### src/rtl/bankDecoderPkg.sv
package bankDecoderPkg;
  // Strobes that the control passes to the datapath each cycle
  typedef struct packed {
    logic cycleOn;
    logic ramHit;
    logic romHit;
    logic evenLane;
    logic oddLane;
    logic unmapped;
  } decStrobe_t;

  localparam int NUM_BANKS = 4;  // index: {region, lane}; region 0 = RAM, lane 0 = even
endpackage

### src/rtl/bankDecoderCtrl.sv
module bankDecoderCtrl
  import bankDecoderPkg::*;
#(
  parameter int ADDR_W     = 20,
  parameter int RAM_SPAN_W = 16,
  parameter logic [ADDR_W-1:0] RAM_BASE = 20'h00000,
  parameter int ROM_SPAN_W = 15,
  parameter logic [ADDR_W-1:0] ROM_BASE = 20'hF8000
) (
  input  logic [ADDR_W-1:0] addrIn,
  input  logic              bheN,
  input  logic              memSel,
  input  logic              rdN,
  input  logic              wrN,
  output decStrobe_t        strobe
);
  localparam int RAM_TAG_W = ADDR_W - RAM_SPAN_W;
  localparam int ROM_TAG_W = ADDR_W - ROM_SPAN_W;
  localparam logic [RAM_TAG_W-1:0] RAM_TAG = RAM_BASE[ADDR_W-1:RAM_SPAN_W];
  localparam logic [ROM_TAG_W-1:0] ROM_TAG = ROM_BASE[ADDR_W-1:ROM_SPAN_W];

  logic busCycle, memCycle, inRam, inRom;

  always_comb begin
    busCycle = !rdN || !wrN;
    memCycle = busCycle && memSel;
    inRam    = addrIn[ADDR_W-1:RAM_SPAN_W] == RAM_TAG;
    inRom    = addrIn[ADDR_W-1:ROM_SPAN_W] == ROM_TAG;

    strobe.cycleOn  = memCycle;
    strobe.ramHit   = memCycle && inRam;
    strobe.romHit   = memCycle && inRom && !inRam;
    strobe.evenLane = !addrIn[0];
    strobe.oddLane  = !bheN;
    strobe.unmapped = memCycle && !inRam && !inRom;
  end
endmodule

### src/rtl/bankDecoderPath.sv
module bankDecoderPath
  import bankDecoderPkg::*;
#(
  parameter int ADDR_W     = 20,
  parameter int RAM_SPAN_W = 16,
  parameter int ROM_SPAN_W = 15
) (
  input  logic                  clk,
  input  logic                  rstN,
  input  decStrobe_t            strobe,
  input  logic [ADDR_W-1:0]     addrIn,
  output logic [NUM_BANKS-1:0]  csN,
  output logic                  unmappedAcc,
  output logic [RAM_SPAN_W-2:0] ramDevAddr,
  output logic [ROM_SPAN_W-2:0] romDevAddr
);
  logic [NUM_BANKS-1:0] selNext;

  for (genvar g = 0; g < NUM_BANKS; g++) begin : gBank
    localparam bit IS_ROM = (g / 2) == 1;
    localparam bit IS_ODD = (g % 2) == 1;
    logic regionOn, laneOn;
    assign regionOn = IS_ROM ? strobe.romHit : strobe.ramHit;
    assign laneOn   = IS_ODD ? strobe.oddLane : strobe.evenLane;
    assign selNext[g] = regionOn && laneOn;

    always_ff @(posedge clk) begin
      if (!rstN) csN[g] <= 1'b1;
      else       csN[g] <= !selNext[g];
    end
  end

  always_ff @(posedge clk) begin
    if (!rstN) begin
      unmappedAcc <= 1'b0;
      ramDevAddr  <= '0;
      romDevAddr  <= '0;
    end else begin
      unmappedAcc <= strobe.unmapped;
      ramDevAddr  <= addrIn[RAM_SPAN_W-1:1];
      romDevAddr  <= addrIn[ROM_SPAN_W-1:1];
    end
  end
endmodule

### src/rtl/bankDecoder.sv
module bankDecoder
  import bankDecoderPkg::*;
#(
  parameter int ADDR_W     = 20,
  parameter int RAM_SPAN_W = 16,
  parameter logic [ADDR_W-1:0] RAM_BASE = 20'h00000,
  parameter int ROM_SPAN_W = 15,
  parameter logic [ADDR_W-1:0] ROM_BASE = 20'hF8000
) (
  input  logic                  clk,
  input  logic                  rstN,
  input  logic [ADDR_W-1:0]     addrIn,
  input  logic                  bheN,
  input  logic                  memSel,
  input  logic                  rdN,
  input  logic                  wrN,
  output logic                  ramEvenCsN,
  output logic                  ramOddCsN,
  output logic                  romEvenCsN,
  output logic                  romOddCsN,
  output logic                  unmappedAcc,
  output logic [RAM_SPAN_W-2:0] ramDevAddr,
  output logic [ROM_SPAN_W-2:0] romDevAddr
);
  decStrobe_t           strobe;
  logic [NUM_BANKS-1:0] csN;

  bankDecoderCtrl #(
    .ADDR_W(ADDR_W), .RAM_SPAN_W(RAM_SPAN_W), .RAM_BASE(RAM_BASE),
    .ROM_SPAN_W(ROM_SPAN_W), .ROM_BASE(ROM_BASE)
  ) uCtrl (
    .addrIn(addrIn), .bheN(bheN), .memSel(memSel),
    .rdN(rdN), .wrN(wrN), .strobe(strobe)
  );

  bankDecoderPath #(
    .ADDR_W(ADDR_W), .RAM_SPAN_W(RAM_SPAN_W), .ROM_SPAN_W(ROM_SPAN_W)
  ) uPath (
    .clk(clk), .rstN(rstN), .strobe(strobe), .addrIn(addrIn),
    .csN(csN), .unmappedAcc(unmappedAcc),
    .ramDevAddr(ramDevAddr), .romDevAddr(romDevAddr)
  );

  assign ramEvenCsN = csN[0];
  assign ramOddCsN  = csN[1];
  assign romEvenCsN = csN[2];
  assign romOddCsN  = csN[3];
endmodule

### config.mk
export PLATFORM = sky130hd
export DESIGN_NAME = bankDecoder
export DESIGN_NICKNAME = d
export VERILOG_FILES = /design/src/rtl/bankDecoderPkg.sv /design/src/rtl/bankDecoderCtrl.sv /design/src/rtl/bankDecoderPath.sv /design/src/rtl/bankDecoder.sv
export SDC_FILE = /design/constraint.sdc
export NUM_CORES = 1
export LEC_CHECK = 0
export BUFFER_PORTS_ARGS = -buffer_cell sky130_fd_sc_hd__buf_2
export CORE_ASPECT_RATIO = 1.25
export CORE_MARGIN = 3
export CORE_UTILIZATION = 38
export DETAILED_ROUTE_END_ITERATION = 7
export HOLD_SLACK_MARGIN = 0.03
export PLACE_DENSITY = 0.91
export SLEW_MARGIN = 20
export SYNTH_ARGS = -nofsm -noshare
export SYNTH_HDL_FRONTEND = slang
export SYNTH_SLANG_ARGS = --single-unit
### constraint.sdc
create_clock -name clk -period 1.8 [get_ports clk]
set_input_delay 0.18 -clock clk [delete_from_list [all_inputs] [get_ports clk]]
set_output_delay 0.18 -clock clk [all_outputs]
set_load 0.01 [all_outputs]
== Yosys cells after proc, flatten, opt, wreduce, memory -nomap -nowiden ==
Index checks and enable logic that the tools add are counted.
Storage, ports and cells
  register bits after elaboration: 34
  logic and storage cells: 30
  output and inout port bits: 34
Operators by class
  reductions and logical operators: 22
  eq/ne operators: 1
Operator list (count)
  $logic_and 1x1->1: 10
  $logic_not 1->1: 10
  $eq 5x5->1 const B: 1
  $logic_not 4->1: 1
  $logic_or 1x1->1: 1

== Depth between registers and ports, before layout ==
  word-level depth: 7
  mapped depth: 3

== Modules after synthesis ==
From an unflattened synthesis, not the netlist that was laid out.
Second synthesis, totals
  cell total of the unflattened synthesis: 67
  area total of the unflattened synthesis: 730.7 um2
Modules (own cells, without submodules)
  bankDecoderPath: area each 648.1 um2, times used 1, cells each 56
  bankDecoderCtrl: area each 82.6 um2, times used 1, cells each 11

== Worst setup path before layout ==
No wires, ideal clock.
  path type: input to register
  start point: input addrIn[19]
  end point: register uPath.csN[0]
  stages: 2
  path slack: 0.685 ns
  data arrival time: 0.988 ns
  data required time: 1.673 ns
  cells stage by stage: or4_4 -> or3_1
On the way
  longest elaborated chain between the ends: 4
Ends and longest elaborated chain
  from (decl): RTL line bankDecoder.sv:12  | input logic [ADDR_W-1:0] addrIn,
  $logic_not 4->1: RTL line bankDecoderCtrl.sv:27  | inRam = addrIn[ADDR_W-1:RAM_SPAN_W] == RAM_TAG;
  $logic_and 1x1->1: RTL line bankDecoderCtrl.sv:31  | strobe.ramHit = memCycle && inRam;
  $logic_and 1x1->1: RTL line bankDecoderPath.sv:25  | assign selNext[g] = regionOn && laneOn;
  $logic_not 1->1: RTL line bankDecoderPath.sv:29  | else csN[g] <= !selNext[g];
  to (signal, indexed assignment): RTL line bankDecoderPath.sv:29
  to (decl): RTL line bankDecoderPath.sv:12  | output logic [NUM_BANKS-1:0] csN,
No other way between the ends.
A chain may end at the register's enable or synchronous reset.

==> impl_results.md <==
* Slowest CP cell: dfxtp_1
* Area occupied by multi-input gates at 161 um^2
* CP Launch Type: flop
* Post-synth ARST share at 0
* Finished Cell Area at 932 um^2
* Hold slack at 0.0725 ns
* Post-CTS sizing at 0
* Grt ovf at 0
* Worst stage delay on the critical path at 0.35 ns
* Wire per inst at 10.8 um
* Row cnt at 16
* PD cells at 992 nW/um^2
* Total placed instance area at 880 um^2
* CTS Root Cell: clkbuf_4
* Routed via count at 553
* Die Span X at 43.6 um
* Slew Limit Fails at 0
* Synth top area share at 0.597
* Tightest Hold Check Type: in2reg
* Worst path required time at 1.62 ns
* Antenna diodes at 0
* Netlist cell types at 10
* Number of global-route vias before repair at 521
* Drt pass-1 iters at 2
* Crit share post-route at 0.527
* Most frequent cell after synthesis: dfxtp_1
* Outcome: completed
* CP Cell Sequence: buf_2
* Commonest cells post-synth: dfxtp_1, and2_1, buf_4, or3_1, nand3_1
* CTS tree: done
* Gr usage total at 0.129
* Buffer and inverter count on the worst path at 1
* CP delay by family, top: flip-flops
* Final Hold Viols at 0
* Core ar. at 1620 um^2
* Layout cell share with drive strength beyond 1 at 0.611
* Pleak at 0.505 nW
* Die area at 2310 um^2
* Worst slew margin at 0.867
* Worst vdd ir at 0.508 mV
* Unrepaired setup endpoints after global routing: no
* Seq cells post-synth at 20
* Nets@finish at 135
* Area Overhead vs Synth at 39.0%
* Worst Path Max Fanout at 2
* Largest cells by area after synthesis: dfxtp_1, buf_4, and2_1
* Die Span Y at 53.0 um
* EDFF count, synth at 0
* Syn nets at 86
* Register area share after synthesis at 0.597
* Ys Warns at 0
* Post-Syn Instances at 60
* Aggregate negative setup slack at 0 ns
* Vias per inst at 4.39
* Worst Tran Pin Value at 0.200 ns
* First-pass GRT wire length at 2170 um
* Post-synth top flop: dfxtp_1
* Pin count of the biggest net entering global routing at 17
* Fillers at 147
* Number of CTS-inserted buffers at 3
* CP endpoint kind: primary output
* Initial antenna violation count at 0
* Post-Syn Area at 671 um^2
* CTS clk-pin slew, worst paths at 0.11 ns
* Final wirelength at 1370 um
* Final Setup Violations at 0
* Reg area at 400 um^2
* WS Path Type: reg2out
* ANT nets after route at 0
* H-tree depth at 1
* Crit path DAT at 0.77 ns
* Mean post-synth cell area at 11.2 um^2
* Starting Density at 0.414
* Crit path time final at 0.949 ns
* Port bufs at 59
* Maximum clock path buffer count at 2
* Fmax at 1.05 GHz
* Post-CTS Setup Bufs at 0
* Hold buffer count at CTS at 0
* Placer Congestion at 0.601
* Area leader, netlist: dfxtp_1
* IO Pins at 60
* Starting DRT DRC Count at 2
* Max-cap viol count at 0
* Clock sinks at 20
* DR DRC count at 0
-- path summary, 6_finish.rpt --
kind                start            end  cells past startpoint
min                  bheN   uPath.csN[1]                      2
max   uPath.romDevAddr[2]  ramDevAddr[2]                      1
-- per-layer routing --
layer,GRT usage,share of wire,vias up,wire length [um]
met1,0.123,0.36,228,490
met4,0.0754,0.0095,0,13
li1,-,-,277,-
met3,0.0340,0.14,2,185
met2,0.243,0.50,46,678
met5,0,0,-,0
-- cells by family after synthesis --
| group | synth area share |
|---|---|
| flops | 0.597 |
| buf+inv | 0.162 |
| simple gates | 0.241 |
-- sequential cells by signal (all words and copies together) (netlist names) --
signal	cells
uPath.romDevAddr	13
uPath.csN	4
uPath.ramDevAddr	2
uPath.unmappedAcc	1
-- stage by stage --
| stage | std cells | total power, mW | setup WS [ns] | utilization |
|---|---|---|---|---|
| final | 126 | 0.925 | 0.851 | 0.575 |
| after global routing | 126 | 0.963 | 0.800 | 0.575 |
| after CTS | 126 | 0.936 | 0.834 | 0.575 |
| after detailed placement | 122 | 0.582 | 0.558 | 0.542 |
| after global placement | 122 | 0.578 | 0.568 | 0.542 |
| after floorplan | 60 | 0.539 | 0.685 | - |
-- layout make-up --
| cell class | instances | area share |
|---|---|---|
| clock buffer | 3 | 0.0242 |
| clock inverter | 1 | 0.0322 |
| multi-input combinational | 25 | 0.173 |
| sequential | 20 | 0.430 |
| tap | 18 | 0.0242 |
| timing repair buffer | 59 | 0.317 |
-- cell usage in the layout (no fill, tap or decap) --
cell / count
buf_2: 59
dfxtp_1: 20
and2_1: 15
or3_1: 4
clkbuf_4: 3
nand3_1: 2
nand2_1: 1
or4_4: 1
and3_2: 1
and3b_2: 1
bufinv_16: 1
-- report_power, final --
| group | internal [mW] | total [mW] | switching, mW |
|---|---|---|---|
| clock | 0.225 | 0.356 | 0.131 |
| sequential | 0.462 | 0.468 | 0.00645 |
| combinational | 0.0536 | 0.101 | 0.0475 |
| total | 0.740 | 0.925 | 0.185 |
Power figures use the tool's default switching activity.
